## config.mk

```make
export PLATFORM = sky130hd
export DESIGN_NAME = stereo_row_matcher
export DESIGN_NICKNAME = d
export VERILOG_FILES = /design/src/rtl/stereo_row_matcher.sv
export SDC_FILE = /design/constraint.sdc
export NUM_CORES = 1
export LEC_CHECK = 0
export BUFFER_PORTS_ARGS = -buffer_cell sky130_fd_sc_hd__clkbuf_2
export CAP_MARGIN = 30
export CORE_ASPECT_RATIO = 0.5
export CORE_UTILIZATION = 30
export DETAILED_ROUTE_END_ITERATION = 10
export GPL_TIMING_DRIVEN = 0
export PLACE_DENSITY = 0.51
export RECOVER_POWER = 25
export REMOVE_ABC_BUFFERS = 1
export SYNTH_ARGS = -nofsm -noshare
export SYNTH_HDL_FRONTEND = slang
export SYNTH_SLANG_ARGS = --single-unit
```

## constraint.sdc

```tcl
create_clock -name clk -period 4.8 [get_ports clk]
set_input_delay 0.96 -clock clk [delete_from_list [all_inputs] [get_ports clk]]
set_output_delay 0.96 -clock clk [all_outputs]
set_load 0.02 [all_outputs]
```

## src/rtl/stereo_row_matcher.sv

```systemverilog
module stereo_row_matcher #(
  parameter int ROW_W = 10,
  parameter int COL_W = 10,
  parameter int IDX_W = 6,
  parameter int WIN   = 5,
  parameter int PIX_W = 8
) (
  input  logic                           clk,
  input  logic                           rst_n,
  input  logic                           start,
  input  logic [IDX_W:0]                 l_count,
  input  logic [IDX_W:0]                 r_count,
  input  logic [PIX_W+$clog2(WIN*WIN)-1:0] thresh,
  output logic [IDX_W-1:0]               l_addr,
  input  logic [ROW_W-1:0]               l_row,
  input  logic [COL_W-1:0]               l_col,
  output logic [IDX_W-1:0]               r_addr,
  input  logic [ROW_W-1:0]               r_row,
  input  logic [COL_W-1:0]               r_col,
  output logic [$clog2(WIN*WIN)-1:0]     pix_sel,
  input  logic [PIX_W-1:0]               l_pix,
  input  logic [PIX_W-1:0]               r_pix,
  input  logic                           out_full,
  output logic                           out_valid,
  output logic [ROW_W-1:0]               out_row,
  output logic [COL_W-1:0]               out_lcol,
  output logic [COL_W-1:0]               out_rcol,
  output logic [PIX_W+$clog2(WIN*WIN)-1:0] out_score,
  output logic                           done,
  output logic [IDX_W:0]                 match_count
);
  localparam int NPIX    = WIN * WIN;
  localparam int K_W     = $clog2(NPIX);
  localparam int SCORE_W = PIX_W + $clog2(NPIX);
  localparam int CNT_W   = IDX_W + 1;

  typedef enum logic [3:0] {
    S_IDLE, S_LOAD, S_SKIP, S_CAND, S_SAD, S_SCORE, S_DECIDE, S_EMIT, S_DONE
  } state_t;

  state_t             state;
  logic [CNT_W-1:0]   li, r_ptr, rbase;
  logic [ROW_W-1:0]   cur_row;
  logic [COL_W-1:0]   cur_col, best_col;
  logic [SCORE_W-1:0] acc, best_score;
  logic               best_ok;
  logic [K_W-1:0]     k;
  logic [PIX_W-1:0]   absd;
  logic               r_end;

  assign l_addr  = li[IDX_W-1:0];
  assign r_addr  = r_ptr[IDX_W-1:0];
  assign pix_sel = k;
  assign absd    = (l_pix >= r_pix) ? (l_pix - r_pix) : (r_pix - l_pix);
  assign r_end   = (r_ptr == r_count);

  assign out_valid = (state == S_EMIT) && !out_full;
  assign out_row   = cur_row;
  assign out_lcol  = cur_col;
  assign out_rcol  = best_col;
  assign out_score = best_score;
  assign done      = (state == S_DONE);

  always_ff @(posedge clk) begin
    if (!rst_n) begin
      state       <= S_IDLE;
      li          <= '0;
      r_ptr       <= '0;
      rbase       <= '0;
      cur_row     <= '0;
      cur_col     <= '0;
      best_col    <= '0;
      best_score  <= '0;
      best_ok     <= 1'b0;
      acc         <= '0;
      k           <= '0;
      match_count <= '0;
    end else begin
      case (state)
        S_IDLE, S_DONE: begin
          if (start) begin
            li          <= '0;
            r_ptr       <= '0;
            rbase       <= '0;
            match_count <= '0;
            state       <= S_LOAD;
          end
        end
        S_LOAD: begin
          if (li == l_count) begin
            state <= S_DONE;
          end else begin
            cur_row <= l_row;
            cur_col <= l_col;
            best_ok <= 1'b0;
            state   <= S_SKIP;
          end
        end
        S_SKIP: begin
          if (!r_end && (r_row < cur_row)) begin
            r_ptr <= r_ptr + 1'b1;
            rbase <= r_ptr + 1'b1;
          end else begin
            state <= S_CAND;
          end
        end
        S_CAND: begin
          if (r_end || (r_row != cur_row) || (r_col > cur_col)) begin
            state <= S_DECIDE;
          end else begin
            k     <= '0;
            acc   <= '0;
            state <= S_SAD;
          end
        end
        S_SAD: begin
          acc <= acc + {{(SCORE_W-PIX_W){1'b0}}, absd};
          k   <= k + 1'b1;
          if (k == K_W'(NPIX - 1)) state <= S_SCORE;
        end
        S_SCORE: begin
          if (!best_ok || (acc < best_score)) begin
            best_ok    <= 1'b1;
            best_score <= acc;
            best_col   <= r_col;
          end
          r_ptr <= r_ptr + 1'b1;
          state <= S_CAND;
        end
        S_DECIDE: begin
          r_ptr <= rbase;
          if (best_ok && (best_score < thresh)) begin
            state <= S_EMIT;
          end else begin
            li    <= li + 1'b1;
            state <= S_LOAD;
          end
        end
        S_EMIT: begin
          if (!out_full) begin
            match_count <= match_count + 1'b1;
            li          <= li + 1'b1;
            state       <= S_LOAD;
          end
        end
        default: state <= S_IDLE;
      endcase
    end
  end

  assert_no_emit_when_full_R8: assert property (@(posedge clk) disable iff (!rst_n)
    out_full |-> !out_valid);

  assert_pending_held_R8: assert property (@(posedge clk) disable iff (!rst_n)
    (state == S_EMIT && out_full) |=> (state == S_EMIT && $stable(out_rcol) && $stable(out_score)));

  assert_below_thresh_R4: assert property (@(posedge clk) disable iff (!rst_n)
    out_valid |-> (out_score < thresh));

  assert_nonneg_disp_R6: assert property (@(posedge clk) disable iff (!rst_n)
    out_valid |-> (out_rcol <= out_lcol));

  assert_count_step_R9: assert property (@(posedge clk) disable iff (!rst_n)
    out_valid |=> (match_count == $past(match_count) + 1'b1));

  assert_done_hold_R9: assert property (@(posedge clk) disable iff (!rst_n)
    (done && !start) |=> (done && $stable(match_count)));
endmodule

```

==> metrics.txt <==
status complete, no violations; routed length on met2 8100 µm; DRT met1 WL 8020 µm; Max Cap Viol 0; min cycle time layout 4.55 ns; Die H 106 µm; Clock Tree Root clkbuf_16; R2R Path End out_rcol[5]; XOR/XNOR Fraction of Synth Area 0.0461; Fin. Hold Viols 0; post-synth top area share 0.291; Finished Cell Area 7730 µm²; Synth Register Bits 94; post-layout power 2.57 mW; Final WS setup 0.255 ns; DR iter-0 viols 256; first-pass GRT wire length 27800 µm; R2R Path Start acc[9]; main area contributors after synthesis dfxtp_1, ha_1, mux2i_1; maximum clock rate 220 MHz; Post-synth EDFFs 0; GRT overflow 0; mux cell area share after synthesis 0.0544; layout net count 1080; slowest cell on the critical path or4_1; PwrDens 333 nW/µm²; routability cong. 0.833; DP Wirelength 13000 µm; drt pass-1 iters 4; layout cells sized above 1 0.165; CP most frequent cell inv_1; sequential fraction of the synthesis area 0.291; total die area 22200 µm²; max incr delay on CP 0.45 ns; area added between synthesis and finish 19.6%; RSZ-0062 raised after global routing no; maximum VDD drop 194 µV; Detailed Route WL 16800 µm; HP Start out_rcol[6]; Worst-Margin Slew 1.01 ns; vias in the first global route 5798; Initial Util 0.310; Rows 37; Hold Crit Class reg -> reg; pre-CTS setup slack -0.257 ns; Num Clock Sinks 94; Yosys top cell by area dfxtp_1; clk buf depth 2; Synth Flop Type dfxtp_1; H-tree depth 3; Core Area 20800 µm²; post-route ant nets 0; Top Metal Used met4; routed wl met3 392 µm; port bufs 155; Post-CTS Resized 0; clock latency at the later pin of the worst-skew pair 0.34 ns; CP arrival 4.82 ns; Finished Core Util 0.371; critical setup path kind in -> reg; CTS Buf Count 9; I/O pins 156; WP data required 5.08 ns; Post-CTS Setup Bufs 0; Synth Area in Adders 0.153; Finished Layout Cells 1194; initial antenna violation count 0; Compound-Gate Fraction of Synth Area 0.179; final clock skew 0.00904 ns; vias per cell 5.03; Post-CTS Hold Fix Bufs 0; final setup TNS 0 ns; R2R Setup Slk 1.93 ns; GRT Util Overall 0.153; Yosys cell types 61; Routed wire per std cell 14.1 µm; Placed Cells 1178; overall via count from detail_route 6010; worst hold margin 0.453 ns; Mapped Cells 786; Die Wd 210 µm; post-placement cell area 7460 µm²; commonest non-fill, non-tap cell in the layout clkbuf_2; Async S/R FF share, synth 0; fin. max-slew vios 0; largest net degree at the start of global routing 45; clk slew on worst S/H paths 0.07 ns; ANT cells 0; DRC viols 0; critical-path cell list clkbuf_2 -> inv_1 -> ha_1 -> inv_1 -> fa_1 -> a21o_1 -> a21oi_1 -> a31oi_1 -> a211o_1 -> mux2_2 -> inv_1 -> fa_1 -> nor2b_1 -> o21bai_1 -> a21boi_1 -> o2111ai_1 -> or4_1 -> a31oi_1; Netlist Area Pre-Place 6460 µm²; commonest non-fill, non-tap cells in the layout clkbuf_2, dfxtp_1, inv_1; Worst setup SP type input pin; Ys Warns 0; Worst Hold Path EP out_rcol[6]; Worst setup EP type flip-flop; worst r2r path cells 8; CTS tree yes; relative slew slack 0.327; syn avg cell area 8.23 µm²; crit-path max FO 7; leakage dissipation 3.44 nW; setup violators final 0; fin crit share 0.947; Post-Synth Simple-Gate Area 0.196; largest family of logic cells by synthesized area simple AND/OR/NAND/NOR gates; worst hold path depth 2
==> per-layer routing <==
layer  up-vias  global-route usage
li1       3045                   -
met1      2843               0.194
met2        99               0.271
met3        23              0.0200
met4         0              0.0412
met5         -                   0
==> logic make-up after synthesis <==
| group | count (synthesis) |
|---|---|
| flops | 94 |
| compound gates | 177 |
| buf+inv | 121 |
| fa+ha+maj | 77 |
| xor+xnor | 34 |
| mux | 35 |
| simple gates | 248 |
==> worst max-delay path: cells and delay by family <==
kind | cells | cell delay [ns]
and+or+nand+nor | 2 | 0.68
adders and majority gates | 3 | 0.93
AOI/OAI and AO/OA | 8 | 1.70
buffers and inverters | 4 | 0.24
muxes | 1 | 0.30
==> layout make-up <==
class | instances | area (µm²)
fill | 2236 | 13100
multi-input combinational | 571 | 4080
sequential | 94 | 1880
timing repair buffer | 164 | 825
tap | 273 | 342
inverter | 76 | 285
clock buffer | 10 | 229
clock inverter | 6 | 93.8
==> worst max path at each step <==
stage | from | cells after the start | endpoint | slack (ns)
6_report | l_pix[0] | 18 | acc[12] | 0.25
2_1_floorplan | l_count[5] | 5 | state[1] | -0.71
3_3_place_gp | l_count[1] | 7 | state[1] | -2.58
5_1_grt | l_pix[0] | 18 | acc[12] | 0.0008
3_5_place_dp | l_pix[0] | 18 | acc[12] | -0.26
4_1_cts | l_pix[0] | 18 | acc[12] | 0.11
==> Yosys cell counts, types with 7 or more instances <==
library cell	n
dfxtp_1	94
o21a_1	12
xor2_1	23
nand2_1	51
nor2_1	59
buf_4	12
nand2b_1	8
ha_1	74
xnor2_1	11
clkbuf_1	26
nand3_1	48
a21oi_1	49
o31ai_1	20
inv_1	76
nor3_1	8
nand4_1	23
or3_1	13
a31oi_1	7
mux2i_1	34
o21ai_0	34
==> state kept, by name, indices dropped and copies added (netlist names) <==
signal       count
match_count      7
li               7
r_ptr            7
pix_sel          5
out_row         10
out_score       13
state            4
rbase            7
acc             13
out_rcol        10
best_ok          1
out_lcol        10
==> power breakdown <==
part           internal [mW]  switching [mW]  total, mW
Sequential             0.837          0.0880      0.925
Combinational          0.358           0.509      0.867
Clock                  0.462           0.320      0.782
(Power assumes the default switching activity.)
